### src/rtl/dacseq_pkg.sv
package dacseq_pkg;

  localparam int FRAME_W = 24;
  localparam int VAL_W   = 13;
  localparam int NUM_CH  = 4;   // fixed by the 2-bit channel field of a frame
  localparam int CH_W    = 2;

  // sub-register selects carried in frame bits 15:13
  localparam logic [2:0] SUB_SLEW = 3'd0;
  localparam logic [2:0] SUB_DAC  = 3'd2;
  localparam logic [2:0] SUB_DCDC = 3'd3;

  // output-control enable bits
  localparam logic [VAL_W-1:0] M_INT_EN  = 13'h100;
  localparam logic [VAL_W-1:0] M_OUT_EN  = 13'h040;
  localparam logic [VAL_W-1:0] M_DCDC_EN = 13'h010;

  typedef struct packed {
    logic               start;
    logic [FRAME_W-1:0] frame;
  } spi_cmd_t;

  function automatic logic [FRAME_W-1:0] ctrlFrame(input logic [CH_W-1:0] ch,
                                                   input logic [2:0] sub,
                                                   input logic [VAL_W-1:0] val);
    return {3'b000, 3'b111, ch, sub, val};
  endfunction

endpackage

### src/rtl/dacseq_spi.sv
module dacseq_spi
  import dacseq_pkg::*;
#(
  parameter int SCLK_HALF = 2
) (
  input  logic     clk,
  input  logic     rstN,
  input  spi_cmd_t cmd,
  output logic     frameDone,
  output logic     spiSclk,
  output logic     spiCsN,
  output logic     spiMosi
);

  localparam int DIV_W = $clog2(2 * SCLK_HALF + 1);
  localparam int BIT_W = $clog2(FRAME_W);

  typedef enum logic [1:0] {P_IDLE, P_SHIFT, P_GAP} pstate_t;

  pstate_t            state;
  logic [DIV_W-1:0]   divCnt;
  logic [BIT_W-1:0]   bitCnt;
  logic [FRAME_W-1:0] shReg;

  assign spiMosi = shReg[FRAME_W-1];

  always_ff @(posedge clk) begin
    if (!rstN) begin
      state     <= P_IDLE;
      divCnt    <= '0;
      bitCnt    <= '0;
      shReg     <= '0;
      spiSclk   <= 1'b0;
      spiCsN    <= 1'b1;
      frameDone <= 1'b0;
    end else begin
      frameDone <= 1'b0;
      case (state)
        P_IDLE: begin
          if (cmd.start) begin
            shReg  <= cmd.frame;
            spiCsN <= 1'b0;
            divCnt <= '0;
            bitCnt <= '0;
            state  <= P_SHIFT;
          end
        end
        P_SHIFT: begin
          if (divCnt == DIV_W'(SCLK_HALF - 1)) begin
            divCnt <= '0;
            if (!spiSclk) begin
              spiSclk <= 1'b1;
            end else begin
              spiSclk <= 1'b0;
              if (bitCnt == BIT_W'(FRAME_W - 1)) begin
                spiCsN <= 1'b1;
                state  <= P_GAP;
              end else begin
                bitCnt <= bitCnt + 1'b1;
                shReg  <= {shReg[FRAME_W-2:0], 1'b0};
              end
            end
          end else begin
            divCnt <= divCnt + 1'b1;
          end
        end
        default: begin
          if (divCnt == DIV_W'(2 * SCLK_HALF - 1)) begin
            divCnt    <= '0;
            state     <= P_IDLE;
            frameDone <= 1'b1;
          end else begin
            divCnt <= divCnt + 1'b1;
          end
        end
      endcase
    end
  end

  // checker state: how long chip select has been high, saturating
  logic [15:0] csHighRun;
  always_ff @(posedge clk) begin
    if (!rstN)                csHighRun <= '1;
    else if (!spiCsN)         csHighRun <= '0;
    else if (csHighRun != '1) csHighRun <= csHighRun + 1'b1;
  end

  AST_SCLK_IDLE_LOW: assert property (@(posedge clk) disable iff (!rstN)
    spiCsN |-> !spiSclk);
  AST_CS_MIN_GAP: assert property (@(posedge clk) disable iff (!rstN)
    $fell(spiCsN) |-> ($past(csHighRun) >= 16'(2 * SCLK_HALF)));
  AST_START_WHEN_IDLE: assert property (@(posedge clk) disable iff (!rstN)
    cmd.start |-> (state == P_IDLE));

endmodule

### src/rtl/dacseq_ctrl.sv
module dacseq_ctrl
  import dacseq_pkg::*;
#(
  parameter int WAIT_CYC = 20000
) (
  input  logic                  clk,
  input  logic                  rstN,
  input  logic [1:0]            dcMaxV,
  input  logic [1:0]            dcFreq,
  input  logic [1:0]            dcPhase,
  input  logic                  dcExtComp,
  input  logic [3*NUM_CH-1:0]   chMode,
  input  logic [NUM_CH-1:0]     chExtSense,
  input  logic [NUM_CH-1:0]     chOverrange,
  input  logic [NUM_CH-1:0]     slewEn,
  input  logic [4*NUM_CH-1:0]   slewRate,
  input  logic [3*NUM_CH-1:0]   slewStep,
  input  logic [NUM_CH-1:0]     pdReq,
  input  logic                  frameDone,
  output spi_cmd_t              cmd,
  output logic                  cfgDone,
  output logic                  cfgError
);

  localparam int LAST_STEP = 2 * NUM_CH;
  localparam int STEP_W    = $clog2(LAST_STEP + 1);
  localparam int GAP_W     = $clog2(WAIT_CYC + 1);

  typedef enum logic [2:0] {
    C_CHECK, C_CFG_ISSUE, C_CFG_WAIT, C_RUN,
    C_PWR_ISSUE, C_PWR_WAIT, C_GAP, C_FAULT
  } cstate_t;

  cstate_t              state;
  logic [STEP_W-1:0]    step;
  logic [CH_W-1:0]      chSel;
  logic                 upPhase1;
  logic [GAP_W-1:0]     gapCnt;
  logic [NUM_CH-1:0]    pwrDown;
  logic [VAL_W-1:0]     shadow [NUM_CH];

  // configuration code check
  logic cfgBad;
  always_comb begin
    cfgBad = (dcFreq == 2'd3);
    for (int i = 0; i < NUM_CH; i++)
      if (chMode[3*i +: 3] == 3'd7) cfgBad = 1'b1;
  end

  // lowest-index channel whose request differs from its state
  logic            found;
  logic [CH_W-1:0] pick;
  always_comb begin
    found = 1'b0;
    pick  = '0;
    for (int i = NUM_CH - 1; i >= 0; i--)
      if (pdReq[i] != pwrDown[i]) begin
        found = 1'b1;
        pick  = CH_W'(i);
      end
  end

  // frame selection
  logic [CH_W-1:0]    cfgCh;
  logic [FRAME_W-1:0] frameSel;
  always_comb begin
    cfgCh    = '0;
    frameSel = '0;
    if (state == C_PWR_ISSUE) begin
      frameSel = ctrlFrame(chSel, SUB_DAC, shadow[chSel]);
    end else if (step == '0) begin
      frameSel = ctrlFrame('0, SUB_DCDC,
                           {6'b0, dcExtComp, dcPhase, dcFreq, dcMaxV});
    end else if (step <= STEP_W'(NUM_CH)) begin
      cfgCh    = CH_W'(step - 1'b1);
      frameSel = ctrlFrame(cfgCh, SUB_SLEW,
                           {slewEn[cfgCh], 5'b0, slewRate[cfgCh*4 +: 4],
                            slewStep[cfgCh*3 +: 3]});
    end else begin
      cfgCh    = CH_W'(step - STEP_W'(NUM_CH + 1));
      frameSel = ctrlFrame(cfgCh, SUB_DAC, shadow[cfgCh]);
    end
  end

  assign cmd.start = (state == C_CFG_ISSUE) || (state == C_PWR_ISSUE);
  assign cmd.frame = frameSel;

  always_ff @(posedge clk) begin
    if (!rstN) begin
      state    <= C_CHECK;
      step     <= '0;
      chSel    <= '0;
      upPhase1 <= 1'b0;
      gapCnt   <= '0;
      pwrDown  <= '1;
      cfgDone  <= 1'b0;
      cfgError <= 1'b0;
      for (int i = 0; i < NUM_CH; i++) shadow[i] <= '0;
    end else begin
      case (state)
        C_CHECK: begin
          for (int i = 0; i < NUM_CH; i++)
            shadow[i] <= {7'b0, ~chExtSense[i], 1'b0, chOverrange[i], chMode[3*i +: 3]};
          step <= '0;
          if (cfgBad) begin
            cfgError <= 1'b1;
            state    <= C_FAULT;
          end else begin
            state <= C_CFG_ISSUE;
          end
        end
        C_CFG_ISSUE: state <= C_CFG_WAIT;
        C_CFG_WAIT: begin
          if (frameDone) begin
            if (step == STEP_W'(LAST_STEP)) begin
              cfgDone <= 1'b1;
              state   <= C_RUN;
            end else begin
              step  <= step + 1'b1;
              state <= C_CFG_ISSUE;
            end
          end
        end
        C_RUN: begin
          if (found) begin
            chSel <= pick;
            state <= C_PWR_ISSUE;
            if (!pdReq[pick]) begin
              shadow[pick]  <= shadow[pick] | M_INT_EN | M_DCDC_EN;
              pwrDown[pick] <= 1'b0;
              upPhase1      <= 1'b1;
            end else begin
              shadow[pick]  <= shadow[pick] & ~(M_INT_EN | M_OUT_EN | M_DCDC_EN);
              pwrDown[pick] <= 1'b1;
              upPhase1      <= 1'b0;
            end
          end
        end
        C_PWR_ISSUE: state <= C_PWR_WAIT;
        C_PWR_WAIT: begin
          if (frameDone) begin
            gapCnt <= '0;
            state  <= upPhase1 ? C_GAP : C_RUN;
          end
        end
        C_GAP: begin
          if (gapCnt == GAP_W'(WAIT_CYC - 1)) begin
            shadow[chSel] <= shadow[chSel] | M_OUT_EN;
            upPhase1      <= 1'b0;
            state         <= C_PWR_ISSUE;
          end else begin
            gapCnt <= gapCnt + 1'b1;
          end
        end
        default: state <= C_FAULT;
      endcase
    end
  end

  AST_DONE_HOLDS: assert property (@(posedge clk) disable iff (!rstN)
    cfgDone |=> cfgDone);
  AST_FAULT_SILENT: assert property (@(posedge clk) disable iff (!rstN)
    cfgError |-> (!cmd.start && !cfgDone));
  AST_ONE_CHANNEL_MOVES: assert property (@(posedge clk) disable iff (!rstN)
    $countones(pwrDown ^ $past(pwrDown)) <= 1);
  AST_POWER_AFTER_DONE: assert property (@(posedge clk) disable iff (!rstN)
    (state == C_PWR_ISSUE) |-> cfgDone);

endmodule

### src/rtl/dac_bringup_seq.sv
module dac_bringup_seq
  import dacseq_pkg::*;
#(
  parameter int CLK_HZ     = 100_000_000,
  parameter int SCLK_HALF  = 2,
  parameter int UP_WAIT_US = 200
) (
  input  logic        clk,
  input  logic        rstN,
  input  logic [1:0]  dcMaxV,
  input  logic [1:0]  dcFreq,
  input  logic [1:0]  dcPhase,
  input  logic        dcExtComp,
  input  logic [11:0] chMode,
  input  logic [3:0]  chExtSense,
  input  logic [3:0]  chOverrange,
  input  logic [3:0]  slewEn,
  input  logic [15:0] slewRate,
  input  logic [11:0] slewStep,
  input  logic [3:0]  pdReq,
  output logic        spiSclk,
  output logic        spiCsN,
  output logic        spiMosi,
  output logic        cfgDone,
  output logic        cfgError
);

  localparam int WAIT_CYC = (CLK_HZ / 1_000_000) * UP_WAIT_US;

  spi_cmd_t cmd;
  logic     frameDone;

  dacseq_ctrl #(.WAIT_CYC(WAIT_CYC)) u_ctrl (
    .clk(clk), .rstN(rstN),
    .dcMaxV(dcMaxV), .dcFreq(dcFreq), .dcPhase(dcPhase), .dcExtComp(dcExtComp),
    .chMode(chMode), .chExtSense(chExtSense), .chOverrange(chOverrange),
    .slewEn(slewEn), .slewRate(slewRate), .slewStep(slewStep),
    .pdReq(pdReq), .frameDone(frameDone), .cmd(cmd),
    .cfgDone(cfgDone), .cfgError(cfgError)
  );

  dacseq_spi #(.SCLK_HALF(SCLK_HALF)) u_spi (
    .clk(clk), .rstN(rstN), .cmd(cmd), .frameDone(frameDone),
    .spiSclk(spiSclk), .spiCsN(spiCsN), .spiMosi(spiMosi)
  );

endmodule

### config.mk
export PLATFORM = sky130hd
export DESIGN_NAME = dac_bringup_seq
export DESIGN_NICKNAME = d
export VERILOG_FILES = /design/src/rtl/dacseq_pkg.sv /design/src/rtl/dacseq_spi.sv /design/src/rtl/dacseq_ctrl.sv /design/src/rtl/dac_bringup_seq.sv
export SDC_FILE = /design/constraint.sdc
export NUM_CORES = 1
export LEC_CHECK = 0
export BUFFER_PORTS_ARGS = -buffer_cell sky130_fd_sc_hd__buf_2
export CORE_UTILIZATION = 64
export DETAILED_ROUTE_END_ITERATION = 8
export PLACE_DENSITY = 0.82
export SYNTH_ARGS = -nofsm -noshare
export SYNTH_HDL_FRONTEND = slang
export SYNTH_SLANG_ARGS = --single-unit
export TNS_END_PERCENT = 20
### constraint.sdc
create_clock -name clk -period 3.6 [get_ports clk]
set_input_delay 0.36 -clock clk [delete_from_list [all_inputs] [get_ports clk]]
set_output_delay 0.36 -clock clk [all_outputs]
set_load 0.01 [all_outputs]
==> results.cfg <==
[run_status]
outcome = finished clean

[floorplan]
start_util = 0.670
die_area_um2 = 11400
dieHeight_um = 107
die_w_um = 107
num_rows = 37
core_area_um2 = 10500
ios = 70

[synthesis]
synth-edff-count = 52
synth.distinct_cells = 84
syn_area_per_cell_um2 = 10.1
synth_seq_area_share = 0.423
synth_top_area_frac = 0.223
synth_warnings = 0
synthArstFlopShare = 0
synthesis.area_um2 = 7010
syn_nets = 764
ys_ff_latch = 122
synthCells = 691
synthFlopType = dfxtp_1
synthTopCellsByArea = edfxtp_1 (22%), dfxtp_1 (20%), mux4_2 (9.3%)
yosys.area.top_type = edfxtp_1

[critical_path]
worstSetupPathType = reg -> reg
cp.required_ps = 3860
worstSetupStartpointType = flop
path_max_fanout = 14
critPathArrivalTime_ps = 2930
critPathCaptureType = flop

[final_layout]
multi_input_comb_area_um2 = 3730
layout.cells.non_filler = 896
layout.nets = 820
antennaDiodeCount = 0
seqCellArea_um2 = 2960
final_cell_mix = dfxtp_1 (69), buf_2 (69), nand2_1 (63)
fillers = 703
area_growth_syn_to_layout_pct = 13.3
layout-drive-gt1-share = 0.229

[cts]
clock-root-buffer = clkbuf_8
post_cts_buffers = 0
clockBufferDepth = 2
cts_tree = built
cts_max_level = 4
clk_latency_ps = 530
clk_pin_slew_worst_paths_ps = 60
cts_resized = 0
hold_buffers = 0
cts_buffers = 17
cts_num_sinks = 122

[timing]
period_share = 0.743
fin_crit_ps = 2670
rsz0062_at_grt = no
final_hold_viol_count = 0
skew_ps = 5.99
finalHoldWorstSlack_ps = 111
max-slew-margin-rel = 0.396
timing.fmax_mhz = 374
report.final.slew_viol_count = 0
setup_violations = 0
worst_pin_slew_ps = 905
fin_tns_setup_ps = 0

[drt]
routed_wl_um = 18800
drt_first_pass_iters = 7
ant_nets = 0
first_iter_violations = 581
drc_errors = 0
drt-wirelength-per-cell_um = 21.0
via_per_inst = 6.69
via_count = 5990

[place]
finalWeightedCongestion = 0.888
dpl.hpwl_um = 13100
dp.cells = 864
portBuffers = 69

[grt]
grt_max_degree = 32
grt_pass1_vias = 5737
grtUsageTotal = 0.336
use_met2 = 0.559
grtUsageMet3 = 0.0900
busiest_layer = met2
antenna_found_initial = 0
use_met1 = 0.419
grt_first_pass_wirelength_um = 28900
gr-total-overflow = 0

[power_and_ir_drop]
power_density_nw_per_um2 = 728
vdd_drop_max_uv = 487
power.leakage_nw = 2.96

[min_path]
hp-class = in -> reg

[flow_run]
drv_cap = 0
[per-layer routing]
layer  routed length, um  up-vias
met1                7440     2926
met2                9470      328
met3                1470       43
met5                   0        -
li1                    -     2693
met4                 401        0
[sequential cells by signal, summed over array words and instances (netlist names), named ones only]
signal and count:
u_ctrl.chSel 2, u_spi.frameDone 1, u_ctrl.shadow 52, u_spi.bitCnt 5, u_ctrl.state 3, u_ctrl.cfgError 1
u_ctrl.gapCnt 15, u_ctrl.cfgDone 1, u_spi.spiCsN 1, u_ctrl.upPhase1 1, u_spi.divCnt 3, u_spi.spiSclk 1
u_spi.state 2, u_ctrl.step 4, u_spi.shReg 24
[area by class of cell]
| class | count | share of cell area |
|---|---|---|
| multi-input combinational | 504 | 0.469 |
| clock inverter | 15 | 0.0198 |
| tap | 136 | 0.0214 |
| sequential | 122 | 0.373 |
| clock buffer | 17 | 0.0521 |
| timing repair buffer | 80 | 0.0539 |
| inverter | 22 | 0.0104 |
[report_power, final]
part | total, mW | internal, mW | switching [mW]
Clock | 1.66 | 1.04 | 0.626
Combinational | 1.90 | 0.742 | 1.15
Sequential | 2.22 | 1.87 | 0.346
[worst paths after layout]
kind / startpoint / endpoint / slack [ps] / cells after the start
worst max-delay path: u_ctrl.gapCnt[0] / u_ctrl.shadow[2][4] / 930 / 6
worst min-delay path: chOverrange[2] / u_ctrl.shadow[2][3] / 110 / 3
worst max register to register: u_ctrl.gapCnt[0] / u_ctrl.shadow[2][4] / 930 / 6
worst min register to register: u_ctrl.cfgError / u_ctrl.cfgError / 450 / 2
[stage by stage]
step / setup slack (ps) / cell area (um^2) / power, mW / utilization
2_1_floorplan: 1320 / 7010 / 3.58 / -
3_3_place_gp: 1100 / 7370 / 3.97 / 0.704
3_5_place_dp: 1000 / 7370 / 4.06 / 0.704
4_1_cts: 971 / 7940 / 5.73 / 0.759
5_1_grt: 811 / 7940 / 6.01 / 0.759
6_report: 925 / 7940 / 5.78 / 0.759
[critical path, cell delays in order (launching register included)]
cell and delay, ps:
dfxtp_1 490, ha_1 230, nor4bb_1 360, and4_1 630, nand4_1 260, nor2_1 340
nor3_1 90
[cell families (layout without fill, tap and decap cells)]
logic type | count (synthesis) | count (layout) | share of synthesized area
AOI/OAI and AO/OA | 146 | 146 | 0.156
xor gates and xnor gates | 25 | 25 | 0.0334
adders and majority gates | 9 | 9 | 0.0157
buffers and inverters | 65 | 134 | 0.0459
DFF | 122 | 122 | 0.423
muxes | 53 | 53 | 0.129
and+or+nand+nor | 271 | 271 | 0.198
[cell usage after synthesis (3+ instances only)]
cell type,number
dfxtp_1,70
nand2_1,63
nor2_1,60
edfxtp_1,52
o21ai_0,36
nand3_1,31
mux4_2,29
nor3_1,26
a21oi_1,24
inv_1,22
nor2b_1,21
mux2i_1,17
clkbuf_1,16
xnor2_1,16
and2_1,15
and3_1,11
buf_2,11
a221o_1,10
nand4_1,9
a211oi_1,8
ha_1,8
nand2b_1,8
buf_4,7
xor2_1,7
a21oi_2,6
mux2_2,6
o211ai_1,6
o211ai_2,6
buf_6,5
o22ai_1,5
a22oi_1,4
a31oi_1,4
buf_1,4
a2111oi_0,3
a21o_1,3
a311o_1,3
o311ai_0,3
(Power assumes the default switching activity.)
